File: config.mk
export PLATFORM = sky130hd
export DESIGN_NAME = smb_txn_host
export DESIGN_NICKNAME = d
export VERILOG_FILES = /design/src/rtl/smb_host_pkg.sv /design/src/rtl/smb_host_regs.sv /design/src/rtl/smb_host_seq.sv /design/src/rtl/smb_txn_host.sv
export SDC_FILE = /design/constraint.sdc
export NUM_CORES = 1
export LEC_CHECK = 0
export ABC_AREA = 0
export BUFFER_PORTS_ARGS = -buffer_cell sky130_fd_sc_hd__buf_2
export CELL_PAD_IN_SITES_DETAIL_PLACEMENT = 0
export CELL_PAD_IN_SITES_GLOBAL_PLACEMENT = 1
export CORE_ASPECT_RATIO = 1.1
export CORE_MARGIN = 2
export CORE_UTILIZATION = 42
export CTS_BUF_LIST = sky130_fd_sc_hd__clkbuf_8
export CTS_CLUSTER_SIZE = 10
export DETAILED_ROUTE_END_ITERATION = 10
export GPL_ROUTABILITY_DRIVEN = 0
export PLACE_DENSITY_LB_ADDON = 0.1
export SKIP_LAST_GASP = 1
export SYNTH_ARGS = -nofsm -noshare
export SYNTH_HDL_FRONTEND = slang
export SYNTH_SLANG_ARGS = --single-unit
File: constraint.sdc
create_clock -name clk -period 3.9 [get_ports clk]
set_input_delay 0.39 -clock clk [delete_from_list [all_inputs] [get_ports clk]]
set_output_delay 0.39 -clock clk [all_outputs]
set_load 0.02 [all_outputs]
File: src/rtl/smb_host_pkg.sv
package smb_host_pkg;

    localparam int BYTE_W = 8;
    localparam int SEL_W  = 3;
    localparam int OP_W   = 3;
    localparam int PROT_W = 3;
    localparam int STEP_W = 4;
    localparam int FLAG_N = 6;

    localparam logic [SEL_W-1:0] RS_ADDR = 3'd0;
    localparam logic [SEL_W-1:0] RS_CMD  = 3'd1;
    localparam logic [SEL_W-1:0] RS_D0   = 3'd2;
    localparam logic [SEL_W-1:0] RS_D1   = 3'd3;
    localparam logic [SEL_W-1:0] RS_CTRL = 3'd4;
    localparam logic [SEL_W-1:0] RS_STAT = 3'd5;

    localparam int CB_IEN   = 0;
    localparam int CB_KILL  = 1;
    localparam int CB_PLO   = 2;
    localparam int CB_START = 6;

    localparam logic [PROT_W-1:0] LAST_PROTO = 3'd4;

    typedef enum logic [OP_W-1:0] {
        OP_START   = 3'd0,
        OP_RSTART  = 3'd1,
        OP_TX      = 3'd2,
        OP_RX_ACK  = 3'd3,
        OP_RX_NACK = 3'd4,
        OP_STOP    = 3'd5
    } bus_op_e;

    typedef enum logic [2:0] {
        BS_NONE, BS_ADDR_RW, BS_ADDR_W, BS_ADDR_R, BS_CMD, BS_D0, BS_D1
    } byte_src_e;

    typedef struct packed {
        bus_op_e   op;
        byte_src_e src;
    } step_t;

    function automatic step_t mk(input bus_op_e o, input byte_src_e b);
        step_t r;
        r.op  = o;
        r.src = b;
        return r;
    endfunction

    function automatic logic proto_ok(input logic [PROT_W-1:0] p);
        return p <= LAST_PROTO;
    endfunction

    // Read tail shared by byte/word data reads and process call.
    function automatic step_t read_tail(input logic [STEP_W-1:0] k, input logic two);
        step_t r;
        r = mk(OP_STOP, BS_NONE);
        case (k)
            4'd0: r = mk(OP_RSTART, BS_NONE);
            4'd1: r = mk(OP_TX, BS_ADDR_R);
            4'd2: r = two ? mk(OP_RX_ACK, BS_D0) : mk(OP_RX_NACK, BS_D0);
            4'd3: if (two) r = mk(OP_RX_NACK, BS_D1);
            default: ;
        endcase
        return r;
    endfunction

    // Script entry for a protocol, direction and step; past the end -> stop.
    function automatic step_t script_step(input logic [PROT_W-1:0] p,
                                          input logic rd,
                                          input logic [STEP_W-1:0] s);
        step_t r;
        r = mk(OP_STOP, BS_NONE);
        if (s == '0) begin
            r = mk(OP_START, BS_NONE);
        end else if (p == 3'd0) begin
            if (s == 4'd1) r = mk(OP_TX, BS_ADDR_RW);
        end else if (p == 3'd1) begin
            if (s == 4'd1) r = mk(OP_TX, BS_ADDR_RW);
            else if (s == 4'd2) begin
                if (rd) r = mk(OP_RX_NACK, BS_D0);
                else    r = mk(OP_TX, BS_CMD);
            end
        end else begin
            if (s == 4'd1)      r = mk(OP_TX, BS_ADDR_W);
            else if (s == 4'd2) r = mk(OP_TX, BS_CMD);
            else if (p == 3'd4) begin
                if (s == 4'd3)      r = mk(OP_TX, BS_D0);
                else if (s == 4'd4) r = mk(OP_TX, BS_D1);
                else if (s >= 4'd5) r = read_tail(s - 4'd5, 1'b1);
            end else if (rd) begin
                r = read_tail(s - 4'd3, p == 3'd3);
            end else begin
                if (s == 4'd3)                   r = mk(OP_TX, BS_D0);
                else if (s == 4'd4 && p == 3'd3) r = mk(OP_TX, BS_D1);
            end
        end
        return r;
    endfunction

endpackage

File: src/rtl/smb_host_regs.sv
module smb_host_regs
    import smb_host_pkg::*;
(
    input  logic              clk,
    input  logic              rst,
    input  logic              reg_we_i,
    input  logic [SEL_W-1:0]  reg_sel_i,
    input  logic [BYTE_W-1:0] reg_wdata_i,
    input  logic              alert_i,
    input  logic              busy_i,
    input  logic              ev_done_i,
    input  logic              ev_dev_i,
    input  logic              ev_bus_i,
    input  logic              ev_fail_i,
    input  logic              rx_we_i,
    input  logic              rx_hi_i,
    input  logic [BYTE_W-1:0] rx_data_i,
    input  byte_src_e         tx_src_i,
    output logic              start_o,
    output logic [PROT_W-1:0] start_proto_o,
    output logic              start_rd_o,
    output logic              kill_o,
    output logic [BYTE_W-1:0] tx_byte_o,
    output logic [BYTE_W-1:0] status_o,
    output logic [BYTE_W-1:0] data0_o,
    output logic [BYTE_W-1:0] data1_o,
    output logic              irq_o
);

    logic [BYTE_W-1:0] addr_q, cmd_q, d0_q, d1_q;
    logic              ien_q;
    logic [FLAG_N:1]   flag_q, flag_set, flag_clr;
    logic              ctrl_wr;

    assign ctrl_wr       = reg_we_i && (reg_sel_i == RS_CTRL);
    assign start_o       = ctrl_wr && reg_wdata_i[CB_START] && !busy_i;
    assign kill_o        = ctrl_wr && reg_wdata_i[CB_KILL] && busy_i;
    assign start_proto_o = reg_wdata_i[CB_PLO +: PROT_W];
    assign start_rd_o    = addr_q[0];

    assign flag_set = {alert_i, start_o, ev_fail_i, ev_bus_i, ev_dev_i, ev_done_i};
    assign flag_clr = (reg_we_i && reg_sel_i == RS_STAT) ? reg_wdata_i[FLAG_N:1] : '0;

    always_ff @(posedge clk) begin
        if (rst) begin
            addr_q <= '0;
            cmd_q  <= '0;
            d0_q   <= '0;
            d1_q   <= '0;
            ien_q  <= 1'b0;
            flag_q <= '0;
        end else begin
            flag_q <= (flag_q & ~flag_clr) | flag_set;
            if (ctrl_wr) ien_q <= reg_wdata_i[CB_IEN];
            if (reg_we_i && reg_sel_i == RS_ADDR) addr_q <= reg_wdata_i;
            if (reg_we_i && reg_sel_i == RS_CMD)  cmd_q  <= reg_wdata_i;
            if (rx_we_i && !rx_hi_i)                   d0_q <= rx_data_i;
            else if (reg_we_i && reg_sel_i == RS_D0)   d0_q <= reg_wdata_i;
            if (rx_we_i && rx_hi_i)                    d1_q <= rx_data_i;
            else if (reg_we_i && reg_sel_i == RS_D1)   d1_q <= reg_wdata_i;
        end
    end

    always_comb begin
        case (tx_src_i)
            BS_ADDR_RW: tx_byte_o = addr_q;
            BS_ADDR_W:  tx_byte_o = {addr_q[BYTE_W-1:1], 1'b0};
            BS_ADDR_R:  tx_byte_o = {addr_q[BYTE_W-1:1], 1'b1};
            BS_CMD:     tx_byte_o = cmd_q;
            BS_D0:      tx_byte_o = d0_q;
            BS_D1:      tx_byte_o = d1_q;
            default:    tx_byte_o = '0;
        endcase
    end

    assign status_o = {1'b0, flag_q, busy_i};
    assign data0_o  = d0_q;
    assign data1_o  = d1_q;
    assign irq_o    = ien_q && (|flag_q[4:1]);


    single_outcome_chk: assert property (@(posedge clk) disable iff (rst)
        $onehot0({ev_done_i, ev_dev_i, ev_bus_i, ev_fail_i}));


    inuse_set_chk: assert property (@(posedge clk) disable iff (rst)
        start_o |=> status_o[5]);

endmodule

File: src/rtl/smb_host_seq.sv
module smb_host_seq
    import smb_host_pkg::*;
(
    input  logic              clk,
    input  logic              rst,
    input  logic              start_i,
    input  logic [PROT_W-1:0] start_proto_i,
    input  logic              start_rd_i,
    input  logic              kill_i,
    input  logic              eng_done_i,
    input  logic              eng_nack_i,
    input  logic              eng_lost_i,
    output logic              busy_o,
    output logic              eng_req_o,
    output bus_op_e           eng_op_o,
    output byte_src_e         eng_src_o,
    output logic              ev_done_o,
    output logic              ev_dev_o,
    output logic              ev_bus_o,
    output logic              ev_fail_o,
    output logic              rx_we_o,
    output logic              rx_hi_o
);

    typedef enum logic [1:0] {SQ_IDLE, SQ_RUN, SQ_HALT} seq_state_e;

    seq_state_e        state_q;
    logic [STEP_W-1:0] step_q;
    logic [PROT_W-1:0] proto_q;
    logic              rd_q, kill_q, dev_q;
    step_t             cur;
    logic              act, lost, fin, nack;

    assign cur = (state_q == SQ_HALT) ? mk(OP_STOP, BS_NONE)
                                      : script_step(proto_q, rd_q, step_q);

    assign act  = (state_q != SQ_IDLE) && eng_done_i;
    assign lost = act && eng_lost_i;
    assign fin  = act && !eng_lost_i && cur.op == OP_STOP;
    assign nack = act && !eng_lost_i && cur.op == OP_TX && eng_nack_i;

    assign busy_o    = state_q != SQ_IDLE;
    assign eng_req_o = busy_o;
    assign eng_op_o  = cur.op;
    assign eng_src_o = cur.src;
    assign rx_we_o   = act && !eng_lost_i && (cur.op == OP_RX_ACK || cur.op == OP_RX_NACK);
    assign rx_hi_o   = cur.src == BS_D1;

    assign ev_bus_o  = lost;
    assign ev_fail_o = (fin && kill_q) ||
                       (state_q == SQ_IDLE && start_i && !proto_ok(start_proto_i));
    assign ev_dev_o  = fin && !kill_q && dev_q;
    assign ev_done_o = fin && !kill_q && !dev_q;

    always_ff @(posedge clk) begin
        if (rst) begin
            state_q <= SQ_IDLE;
            step_q  <= '0;
            proto_q <= '0;
            rd_q    <= 1'b0;
            kill_q  <= 1'b0;
            dev_q   <= 1'b0;
        end else if (state_q == SQ_IDLE) begin
            if (start_i && proto_ok(start_proto_i)) begin
                state_q <= SQ_RUN;
                step_q  <= '0;
                proto_q <= start_proto_i;
                rd_q    <= start_rd_i;
                kill_q  <= 1'b0;
                dev_q   <= 1'b0;
            end
        end else begin
            if (kill_i) kill_q <= 1'b1;
            if (eng_done_i) begin
                if (lost || fin) begin
                    state_q <= SQ_IDLE;
                end else if (nack) begin
                    state_q <= SQ_HALT;
                    dev_q   <= 1'b1;
                end else if (kill_q || kill_i) begin
                    state_q <= SQ_HALT;
                end else begin
                    step_q <= step_q + STEP_W'(1);
                end
            end
        end
    end


    op_hold_chk: assert property (@(posedge clk) disable iff (rst)
        eng_req_o && !eng_done_i |=> eng_req_o && $stable(eng_op_o));


    idle_hold_chk: assert property (@(posedge clk) disable iff (rst)
        !busy_o && !start_i |=> !busy_o);


    lost_release_chk: assert property (@(posedge clk) disable iff (rst)
        busy_o && eng_done_i && eng_lost_i |=> !eng_req_o);


    bad_proto_chk: assert property (@(posedge clk) disable iff (rst)
        !busy_o && start_i && (start_proto_i > LAST_PROTO) |=> !busy_o);

endmodule

File: src/rtl/smb_txn_host.sv
module smb_txn_host
    import smb_host_pkg::*;
(
    input  logic              clk,
    input  logic              rst,
    input  logic              reg_we_i,
    input  logic [SEL_W-1:0]  reg_sel_i,
    input  logic [BYTE_W-1:0] reg_wdata_i,
    input  logic              alert_i,
    input  logic              eng_done_i,
    input  logic              eng_nack_i,
    input  logic              eng_lost_i,
    input  logic [BYTE_W-1:0] eng_rx_i,
    output logic [BYTE_W-1:0] status_o,
    output logic [BYTE_W-1:0] data0_o,
    output logic [BYTE_W-1:0] data1_o,
    output logic              irq_o,
    output logic              eng_req_o,
    output logic [OP_W-1:0]   eng_op_o,
    output logic [BYTE_W-1:0] eng_tx_o
);

    logic              start, start_rd, kill, busy;
    logic [PROT_W-1:0] start_proto;
    logic              ev_done, ev_dev, ev_bus, ev_fail, rx_we, rx_hi;
    bus_op_e           op;
    byte_src_e         src;

    smb_host_regs regs_i (
        .clk           (clk),
        .rst           (rst),
        .reg_we_i      (reg_we_i),
        .reg_sel_i     (reg_sel_i),
        .reg_wdata_i   (reg_wdata_i),
        .alert_i       (alert_i),
        .busy_i        (busy),
        .ev_done_i     (ev_done),
        .ev_dev_i      (ev_dev),
        .ev_bus_i      (ev_bus),
        .ev_fail_i     (ev_fail),
        .rx_we_i       (rx_we),
        .rx_hi_i       (rx_hi),
        .rx_data_i     (eng_rx_i),
        .tx_src_i      (src),
        .start_o       (start),
        .start_proto_o (start_proto),
        .start_rd_o    (start_rd),
        .kill_o        (kill),
        .tx_byte_o     (eng_tx_o),
        .status_o      (status_o),
        .data0_o       (data0_o),
        .data1_o       (data1_o),
        .irq_o         (irq_o)
    );

    smb_host_seq seq_i (
        .clk           (clk),
        .rst           (rst),
        .start_i       (start),
        .start_proto_i (start_proto),
        .start_rd_i    (start_rd),
        .kill_i        (kill),
        .eng_done_i    (eng_done_i),
        .eng_nack_i    (eng_nack_i),
        .eng_lost_i    (eng_lost_i),
        .busy_o        (busy),
        .eng_req_o     (eng_req_o),
        .eng_op_o      (op),
        .eng_src_o     (src),
        .ev_done_o     (ev_done),
        .ev_dev_o      (ev_dev),
        .ev_bus_o      (ev_bus),
        .ev_fail_o     (ev_fail),
        .rx_we_o       (rx_we),
        .rx_hi_o       (rx_hi)
    );

    assign eng_op_o = op;

endmodule

Yosys cells after proc, flatten, opt, wreduce, memory -nomap -nowiden --
Index checks and enable logic that the tools add are counted.
Storage, ports and cells: flip-flop bits (word level) 51, bits of input ports 26, bits in read-only memories 0, memories 0, latch bits 0, word-level logic and storage cells 156, RAM bits 0
Cells by class: divide/modulo/power cells 0, $mul 0, reductions and logical operators 57, order comparisons 2, muxes and demuxes 46, equality and inequality tests 33, bitwise gates (word level) 3, shift operators 0, $add $sub $neg 3
Operators by type and width (number):
- $mux W6 | 19
- $pmux W6 S4 | 2
- $pmux W8 S6 | 1
- $mux W8 | 4
- $logic_and A1 B1 Y1 | 28
- $mux W4 | 7
- $eq A3 B3 Y1 const B | 8
- $eq A4 B2 Y1 const B | 6
- $eq A3 B2 Y1 const B | 7
- $eq A4 B1 Y1 const B | 3
- $logic_not A4 Y1 | 3
- $mux W2 | 6
- $reduce_bool A2 Y1 | 6
- $eq A3 B1 Y1 const B | 3
- $mux W1 | 7
- $and A6 B6 Y6 | 1
- $logic_not A1 Y1 | 6
- $logic_not A3 Y1 | 2
- $not A6 Y6 | 1
- $or A6 B6 Y6 | 1
- $reduce_and A5 Y1 | 1
- $add A4 B1 Y4 const B | 1
- $eq A4 B3 Y1 const B | 1
- $ge A4 B3 Y1 const B | 1
- 13 further kinds | 19

Logic depth before layout (Yosys ltp) --
Gate-level depths: netlist of the first run.
depth in word-level cells 20, mapped depth 12, gate-level depth less buffers 11

Hierarchy --
Synthesis of the first run repeated with hierarchy kept, for this count alone.
Second synthesis, totals: cell total of the unflattened synthesis 434, area total of the unflattened synthesis 3544.6 um^2
Modules (own cells, without submodules):
- smb_host_regs | cells an instance 216, area each 1984.4 um^2, sequential area each 780.7 um^2, times used 1
- smb_host_seq | cells an instance 218, area each 1560.2 um^2, sequential area each 240.2 um^2, times used 1

Least setup slack after synthesis of the first run --
Ideal clock, no wire load.
path kind flip-flop to output port, start point register seq_i.step_q[0], end point output port eng_tx_o[1], arrival time 2.713 ns, path slack 0.797 ns, path buffers 2, stages on the path, launching flop included 11, path through dfxtp_1 ha_1 buf_2 or3b_1 nor2_1 nor3b_2 a221oi_1 a2bb2oi_1 buf_2 nand2_1 o211ai_1
Between the ends: word-level cells in the longest chain between the ends 15, elaborated cells between the ends (all ways) 42
Ends and longest elaborated chain:
- start, declared | RTL line smb_host_seq.sv:28 | logic [STEP_W-1:0] step_q;
- start signal, assigned | RTL line smb_host_seq.sv:83 | step_q <= step_q + STEP_W'(1);
- $sub A4 B3 Y4 | RTL line smb_host_pkg.sv:89 | else if (s >= 4'd5) r = read_tail(s - 4'd5, 1'b1);
- $eq A4 B2 Y1 (tied with other cells) | RTL line smb_host_pkg.sv:57 | case (k)
- $pmux W6 S4 | RTL line smb_host_pkg.sv:57
- $mux W6 | RTL line smb_host_pkg.sv:89
- $mux W6 | RTL line smb_host_pkg.sv:88 | else if (s == 4'd4) r = mk(OP_TX, BS_D1);
- $mux W6 | RTL line smb_host_pkg.sv:87 | if (s == 4'd3) r = mk(OP_TX, BS_D0);
- $mux W6 | RTL line smb_host_pkg.sv:86 | else if (p == 3'd4) begin
- $mux W6 | RTL line smb_host_pkg.sv:85 | else if (s == 4'd2) r = mk(OP_TX, BS_CMD);
- $mux W6 | RTL line smb_host_pkg.sv:84 | if (s == 4'd1) r = mk(OP_TX, BS_ADDR_W);
- $mux W6 | RTL line smb_host_pkg.sv:77 | end else if (p == 3'd1) begin
- $mux W6 | RTL line smb_host_pkg.sv:75 | end else if (p == 3'd0) begin
- $mux W6 * | RTL line smb_host_pkg.sv:73 | if (s == '0) begin
- $mux W6 * | RTL line smb_host_seq.sv:34 | assign cur = (state_q == SQ_HALT) ? mk(OP_STOP, BS_NONE)
- $eq A3 B3 Y1 (tied with other cells) | RTL line smb_host_regs.sv:65 | case (tx_src_i)
- $pmux W8 S6 * | RTL line smb_host_regs.sv:65
- end, declared | RTL line smb_txn_host.sv:20 | output logic [BYTE_W-1:0] eng_tx_o
Mark *: on every way between the ends. The rest lies on a longest branch, timed or not.

Worst setup path in the final report of the first run --
start point register seq_i.step_q[1], end point output port eng_tx_o[0]
Same word-level chain as after synthesis.

==> out/qor.yml, run 1 <==
placed_design:
  dp_hpwl_um: 7110
  placed_area_mm2: 0.00375
  io_buffers: 61
die:
  rows: 34
  initial_core_util_pct: 43.1
  die_y_um: 98.3
  fp.dieW_um: 89.7
  io_pins: 63
  die_area_mm2: 0.00882
  core_mm2: 0.00787
layout:
  syn_to_final_growth_pct: 13.6
  drive_above_1_share_pct: 24.6
  num-fill-cells: 807
  fin_nets: 505
  stdcell_area_mm2: 0.00386
  insertedDiodeCount: 0
clock_tree:
  cts.sinks: 51
  insertion_delay_ns: 0.31
  clk_pin_slew_worst_paths_ns: 0.09
  cts-buffers-inserted: 5
  htreeDepth: 2
  cts_tree: "built"
  ctsLongestPathBuffers: 2
  clk_root_buffer_cell: "clkbuf_8"
  hold_buffers: 0
global_routing:
  antenna_found_initial: 0
  grt_usage_pct: 22.0
  grt_first_pass_wirelength_um: 15600
  grt_pass1_vias: 2909
  grt_start_max_net_pins: 61
  gr-total-overflow: 0
power:
  power.switching_w: 0.000244
  swShare_pct: 26.4
  p_int_w: 0.000682
  p_per_area_mw_per_mm2: 240
  power_w: 0.000927
  ir_worst_vdd_mv: 0.157
  power_frac_clock_pct: 32.4
  leakage_nw: 1.61
  seq_power_share_pct: 57.9
  comb_power_share_pct: 9.7
logic_synthesis:
  synth_common_cells: "68 x nand2_1, 51 x dfxtp_1, 41 x mux2i_1"
  synth.ff_latch_count: 51
  netlist_area_mm2: 0.00339
  synth_edf_count: 0
  yosys.area.top_type_share_pct: 30.1
  synth.avg_cell_area_um2: 7.99
  syn_inst: 425
  ys_types: 68
  ys_top_cells_by_area: "dfxtp_1 30%, mux2i_1 12%, nand2_1 7.5%, a21oi_1 4.6%, o211ai_1 3.5%"
  yosysSeqAreaShare_pct: 30.1
  async_flop_share_pct: 0
  synth_ff_type: "dfxtp_1"
  synth.most_common_cell: "nand2_1"
  synth_top_area_cell: "dfxtp_1"
  syn_nets: 458
  yosys_warnings: 0
timing:
  tns_ns: 0
  relSlewSlack_pct: 32.5
  grt_setup_unrepaired: "no"
  drv_slew: 0
  worst_slew_pin_slew_ns: 1.01
  period_needed_ns: 3.58
  min_period_over_period_pct: 91.9
  fin_skew_ns: 0.0128
  final_hold_viol_count: 0
  fmax_mhz: 279
  finalSetupViolations: 0
critical_path:
  crit_path_max_fanout: 10
  path_class: "register to primary output"
  end_kind: "primary output"
  cp-start-kind: "register"
  required_ns: 3.51
  crit_arrival_ns: 3.19
route:
  ant_nets: 0
  wl_per_cell_um: 16.8
  drc_errors: 0
  via_per_inst: 5.56
  drt-pass1-iter-count: 4
  first_iter_violations: 170
  vias: 3220
  wirelength_um: 9700
worst_hold_path:
  hold_class: "primary input to register"
run_status:
  status: "completed"
job:
  drv_cap: 0
-- kinds of logic (layout without fill, tap and decap cells) --
family / count (synthesis) / in the layout / share of synthesized area (%)
AOI/OAI and AO/OA: 107 / 107 / 22.8
adders and majority gates: 7 / 7 / 2.58
buffers and inverters: 37 / 83 / 4.87
DFF: 51 / 51 / 30.1
muxes: 41 / 41 / 12.1
other: 1 / 1 / 0.110
and+or+nand+nor: 181 / 181 / 27.5
-- layout make-up --
type | instances | area, um^2 | area share [%]
clock inverters | 1 | 7.51 | 0.195
repair buffers | 67 | 350 | 9.09
flip-flops and latches | 51 | 1020 | 26.5
well taps | 108 | 135 | 3.50
clock buffers | 5 | 68.8 | 1.78
multi-input cells | 337 | 2230 | 57.9
inverters | 10 | 37.5 | 0.973
-- layout by cell type (no fill, tap or decap), types with 4 or more instances in the layout --
cell type  Yosys  final
a211oi_1       4      4
buf_2          4     61
ha_1           7      6
a21oi_1       31     30
inv_1          9      9
o211ai_1      16     16
buf_4          3      6
nor3_1        11     11
mux2i_1       41     41
nor2_1        21     20
or3_1          4      4
a31oi_1        5      5
o21ai_0       14     13
or2_2         18     18
nand2b_1      12     12
nand2_1       68     67
dfxtp_1       51     50
a21o_1         5      5
nand3_1       15     15
and2_1         6      6
clkbuf_8       0      5
-- worst max-delay path: stages (launching register included) --
cell	delay, ns
dfxtp_1	0.41
inv_1	0.17
ha_1	0.20
nand3b_1	0.15
or3_1	0.42
nor3b_2	0.21
a221oi_1	0.34
a2bb2oi_2	0.28
buf_4	0.23
nor2_1	0.06
o21ai_0	0.11
o211ai_1	0.12
buf_2	0.18
-- metal layers --
layer	track usage [%]	vias to the layer above	part of all wire (%)
met5	0	-	0
met4	5.80	0	1.1
met3	2.70	7	2.9
met2	36.6	55	48
met1	30.4	1543	48
li1	-	1615	-
-- stage by stage --
step                      instances  setup WS (ns)  utilization, %  hold slack, ns
after floorplan                 425          0.797               -           0.436
after global placement          573          0.468            47.7           0.441
after detailed placement        573          0.434            47.7           0.448
after CTS                       579         0.0624            48.6           0.282
after global routing            579         0.0427            49.0           0.282
final                           579          0.317            49.0           0.285
-- registers in the layout (all words and copies together), names as in the netlist --
name and count:
regs_i.flag_q 6, seq_i.kill_q 1, regs_i.data0_o 8, regs_i.addr_q 8, regs_i.data1_o 8, regs_i.ien_q 1, regs_i.cmd_q 8, seq_i.dev_q 1
seq_i.state_q 2, seq_i.step_q 4, seq_i.proto_q 3, seq_i.rd_q 1
-- power groups by stage --
stage	logic (W)	registers, W	clock network, W
global placement	0.0000887	0.000549	0
floorplan	0.0000469	0.000552	0
detailed placement	0.0000894	0.000549	0
finish	0.0000897	0.000537	0.000300
CTS	0.0000897	0.000537	0.000304
global route	0.0000983	0.000538	0.000328
-- worst paths after layout --
check	from	to	slack, ns	depth (start not counted)
max	seq_i.step_q[1]	eng_tx_o[0]	0.32	12
min	alert_i	regs_i.flag_q[6]	0.29	3
max reg2reg	seq_i.step_q[1]	regs_i.data1_o[3]	0.62	10
min reg2reg	regs_i.cmd_q[6]	regs_i.cmd_q[6]	0.46	2
-- timing repair --
action,4_1_cts,5_1_grt
resized for setup,0,9
setup endpoints to repair,0,8
setup buffers,0,0
No activity file was read; power rests on OpenSTA's default activity.
==> run 2, diff against run 1 <==
- RECOVER_POWER: unset -> 25
- SLEW_MARGIN: unset -> 20
==> out/qor.yml, run 2 (synthesis results as in run 1) <==
run_status:
  status: "completed"
timing:
  tns_ns: 0
  relSlewSlack_pct: 32.9
  min_period_over_period_pct: 92.1
  worst_slew_pin_slew_ns: 1.01
  finalSetupViolations: 0
  fin_skew_ns: 0.0122
  whs_ns: 0.284
  drv_slew: 0
  grt_setup_unrepaired: "no"
  final_hold_viol_count: 0
  fmax_mhz: 278
  period_needed_ns: 3.59
clock_tree:
  htreeDepth: 2
  clk_root_buffer_cell: "clkbuf_8"
  cts-buffers-inserted: 5
  cts_resized: 0
  cts_tree: "built"
  cts_setup_buffers: 0
  insertion_delay_ns: 0.31
  clk_pin_slew_worst_paths_ns: 0.09
  hold_buffers: 0
  ctsLongestPathBuffers: 2
  cts.sinks: 51
layout:
  insertedDiodeCount: 0
  mostFrequentLayoutCells: "67 x nand2_1, 50 x dfxtp_1, 48 x buf_2, 41 x mux2i_1, 30 x a21oi_1"
  syn_to_final_growth_pct: 13.1
  fin_nets: 505
  final_cells: 579
  final_common_cell: "nand2_1"
  stdcell_area_mm2: 0.00384
  drive_above_1_share_pct: 21.9
route:
  via_per_inst: 5.58
  first_iter_violations: 168
  vias: 3228
  drt-pass1-iter-count: 4
  wl_per_cell_um: 16.8
  ant_nets: 0
  wirelength_um: 9720
  drc_errors: 0
worst_hold_path:
  hold_class: "primary input to register"
  min_to: "regs_i.flag_q[6]"
  worstHoldStart: "alert_i"
  whs_path_depth: 3
placed_design:
  dp_hpwl_um: 7110
  io_buffers: 61
  placed_area_mm2: 0.00375
  placed_cells: 573
power:
  p_per_area_mw_per_mm2: 241
  leakage_nw: 1.56
  power_w: 0.000926
  ir_worst_vdd_mv: 0.157
global_routing:
  grt_start_max_net_pins: 61
  grt_first_pass_wirelength_um: 15600
  grt_usage_pct: 22.0
  grt_pass1_vias: 2909
  antenna_found_initial: 0
  gr-total-overflow: 0
die:
  initial_core_util_pct: 43.1
  die_area_mm2: 0.00882
  die_y_um: 98.3
  fp.dieW_um: 89.7
  rows: 34
  core_mm2: 0.00787
  io_pins: 63
job:
  drv_cap: 0
critical_path:
  crit_arrival_ns: 3.20
  rr_endpoint: "regs_i.data1_o[3]"
  r2r_cells: 10
  ff2ff_setup_slack_ns: 0.63
  crit_path_max_fanout: 10
  r2r_start: "seq_i.step_q[1]"
  cp-start-kind: "register"
  required_ns: 3.51
  end_kind: "primary output"
  path_class: "register to primary output"
-- run 2: cell count changes in the layout (fill, tap and decap cells not counted), sizes merged --
| cell | before | now |
|---|---|---|
| clkbuf | 5 | 18 |
| buf | 67 | 54 |
-- run 2: cell type report --
class | count | area [um^2]
clock buffer | 5 | 68.8
clock inverter | 1 | 7.51
fill | 816 | 4030
inverter | 10 | 37.5
multi-input combinational | 337 | 2230
sequential | 51 | 1020
tap | 108 | 135
timing repair buffer | 67 | 334
-- run 2: how the worst max path moves through the flow --
stage / start / to / slack (ns)
floorplan: seq_i.step_q[0] / eng_tx_o[1] / 0.80
global placement: seq_i.step_q[0] / eng_tx_o[2] / 0.47
detailed placement: seq_i.step_q[0] / eng_tx_o[3] / 0.43
CTS: seq_i.step_q[0] / eng_tx_o[3] / 0.06
global route: seq_i.step_q[1] / eng_tx_o[0] / 0.04
finish: seq_i.step_q[1] / eng_tx_o[0] / 0.31
-- run 2: stage by stage --
step                utilization (%)  setup WS, ns
floorplan                         -         0.797
global placement               47.7         0.468
detailed placement             47.7         0.434
CTS                            48.6        0.0624
global route                   48.8        0.0427
finish                         48.8         0.309
-- run 2: routing by layer --
| metal | wire length (um) | track usage [%] | part of all wire [%] |
|---|---|---|---|
| met1 | 4710 | 30.4 | 48 |
| met2 | 4630 | 36.6 | 48 |
| met4 | 89 | 5.80 | 0.92 |
| met3 | 286 | 2.70 | 2.9 |
| met5 | 0 | 0 | 0 |
-- run 2: critical path, cell delays in order (launching register included) --
cell	delay (ns)
dfxtp_1	0.41
inv_1	0.17
ha_1	0.21
nand3b_1	0.15
or3_1	0.42
nor3b_2	0.21
a221oi_1	0.34
a2bb2oi_2	0.28
buf_4	0.24
nor2_1	0.06
o21ai_0	0.11
o211ai_1	0.13
buf_2	0.18
-- run 2: power breakdown --
| part | internal (W) | leakage, nW | switching [W] |
|---|---|---|---|
| sequential | 0.000529 | 0.413 | 0.00000729 |
| combinational | 0.0000322 | 1.11 | 0.0000566 |
| clock | 0.000120 | 0.0361 | 0.000181 |
==> run 3, diff against run 2 <==
- ABC_AREA: 0 -> 1
- CAP_MARGIN: unset -> 30
- CORE_UTILIZATION: 42 -> 40
==> out/qor.yml, run 3 <==
logic_synthesis:
  syn_nets: 529
  yosys_warnings: 0
  netlist_area_mm2: 0.00323
  yosys.area.top_type_share_pct: 31.6
  synth.avg_cell_area_um2: 6.52
  yosysSeqAreaShare_pct: 31.6
  ys_top_cells_by_area: "dfxtp_1 32%, nand2_1 9.9%, nor2_1 8.6%, inv_1 7.9%, o21ai_0 7.7%"
  synth_top_area_cell: "dfxtp_1"
  synth_common_cells: "85 x nand2_1, 74 x nor2_1, 68 x inv_1"
  ys_types: 41
  synth.most_common_cell: "nand2_1"
  syn_inst: 496
  synth_ff_type: "dfxtp_1"
  async_flop_share_pct: 0
  synth_edf_count: 0
  synth.ff_latch_count: 51
die:
  fp.dieW_um: 89.7
  die_y_um: 98.3
  initial_core_util_pct: 41.1
  die_area_mm2: 0.00882
  rows: 34
  io_pins: 63
  core_mm2: 0.00787
placed_design:
  io_buffers: 61
  placed_cells: 657
  dp_hpwl_um: 7240
route:
  dr_wl_met2_um: 4660
  drt-pass1-iter-count: 6
  wl_met3_um: 278
  wirelength_um: 9170
  wl_per_cell_um: 13.8
  drt-met1-wl_um: 4050
  via_per_inst: 4.97
  ant_nets: 0
  drc_errors: 0
  first_iter_violations: 116
  maxUsedRoutingLayer: "met4"
  vias: 3302
timing:
  relSlewSlack_pct: 48.5
  final_hold_viol_count: 0
  tns_ns: 0
  min_period_over_period_pct: 90.1
  grt_setup_unrepaired: "no"
  drv_slew: 0
  finalSetupViolations: 0
  whs_ns: 0.306
  fmax_mhz: 285
  worst_slew_pin_slew_ns: 0.770
  period_needed_ns: 3.51
  fin_skew_ns: 0.0128
global_routing:
  grt_start_max_net_pins: 21
  gr-total-overflow: 0
  grt_usage_pct: 21.1
  grt_pass1_vias: 3148
  grt_first_pass_wirelength_um: 15300
  antenna_found_initial: 0
layout:
  drive_above_1_share_pct: 18.1
  final_common_cell: "nand2_1"
  insertedDiodeCount: 0
  mostFrequentLayoutCells: "85 x nand2_1, 74 x nor2_1, 68 x inv_1, 51 x dfxtp_1, 50 x o21ai_0"
  fin_nets: 589
  final_cells: 665
  syn_to_final_growth_pct: 16.2
critical_path:
  worst_path_max_delay_cell: "dfxtp_1"
  rr_endpoint: "regs_i.data1_o[1]"
  required_ns: 3.51
  path_class: "register to primary output"
  r2r_start: "seq_i.step_q[0]"
  end_kind: "primary output"
  crit_path_max_fanout: 8
  cpPeakStageDelay_ns: 0.47
  path_cells: "ha_1 -> nand2_2 -> nand2_2 -> nand2_2 -> nor2_4 -> nand2_2 -> inv_2 -> nand2_1 -> a21oi_2 -> o221ai_2 -> a21oi_4 -> nand3_1 -> o21ai_0 -> a21oi_1 -> o21ai_1 -> buf_2"
  crit_arrival_ns: 3.12
  cp-start-kind: "register"
  path_common_cell: "nand2_2"
  ff2ff_setup_slack_ns: 1.04
  r2r_cells: 18
worst_hold_path:
  worstHoldStart: "alert_i"
  hold_class: "primary input to register"
  whs_path_depth: 3
  min_to: "regs_i.flag_q[6]"
clock_tree:
  cts_resized: 0
  cts-buffers-inserted: 5
  hold_buffers: 0
  insertion_delay_ns: 0.32
  htreeDepth: 2
  cts_tree: "built"
  ctsLongestPathBuffers: 2
  cts.sinks: 51
  cts_setup_buffers: 0
  clk_pin_slew_worst_paths_ns: 0.10
  clk_root_buffer_cell: "clkbuf_8"
run_status:
  status: "completed"
power:
  ir_worst_vdd_mv: 0.140
  p_per_area_mw_per_mm2: 274
  leakage_nw: 1.71
job:
  drv_cap: 0
## run 3: cell count changes after synthesis, sizes merged, moves of 11 or more
cell	before	now
inv	10	77
o21ai	14	79
nor2	23	82
mux2i	41	0
nand2	68	98
or2	18	2
o211ai	17	3
nand2b	12	0
a21oi	32	43
## run 3: stage by stage
step | utilization, % | setup slack (ns) | instance area, um^2 | total power [W]
after floorplan | - | 1.20 | 3230 | 0.000599
after global placement | 46.3 | 0.800 | 3640 | 0.000637
after detailed placement | 46.5 | 0.726 | 3660 | 0.000640
after CTS | 48.0 | 0.368 | 3780 | 0.00104
after global routing | 47.8 | 0.0766 | 3760 | 0.00107
final | 47.8 | 0.387 | 3760 | 0.00103
## run 3: metal layers
layer | vias up | GRT usage [%]
li1 | 1717 | -
met1 | 1506 | 25.5
met2 | 67 | 39.3
met3 | 12 | 2.78
met4 | 0 | 6.15
met5 | - | 0
## run 3: critical path, delay by kind of cell (launching register included)
family          cells  cell delay [ns]
compound gates      6             0.88
fa+ha+maj           1             0.35
buf+inv             2             0.24
flops               1             0.47
simple gates        7             0.87
## run 3: layout make-up
class | count | area [um^2]
fillers | 853 | 4110
multi-input cells | 357 | 1870
flip-flops and latches | 51 | 1020
repair buffers | 64 | 312
inverters | 77 | 297
well taps | 108 | 135
clock buffers | 6 | 82.6
clock inverters | 2 | 38.8
## run 3: where the power goes
part           switching, W  internal [W]  total [W]
sequential       0.00000739      0.000532   0.000539
clock              0.000191      0.000211   0.000403
combinational     0.0000592     0.0000280  0.0000872
total              0.000258      0.000772    0.00103
## run 3: how the worst max path moves through the flow
stage                          from          end  cells past startpoint
floorplan           seq_i.step_q[0]  eng_tx_o[0]                     13
global placement    seq_i.step_q[0]  eng_tx_o[0]                     20
detailed placement  seq_i.step_q[0]  eng_tx_o[6]                     16
CTS                 seq_i.step_q[0]  eng_tx_o[6]                     16
global route        seq_i.step_q[0]  eng_tx_o[6]                     16
finish              seq_i.step_q[0]  eng_tx_o[6]                     16
## run 3: logic make-up after synthesis
kind of cell / share of synthesized area, %
multiplexers: 0.348
flip-flops: 31.6
other: 0.116
AND/OR/NAND/NOR: 30.5
buffers and inverters: 10.7
adder cells (fa/ha/maj): 2.71
XOR/XNOR: 0.271
AO/OA/AOI/OAI: 23.8
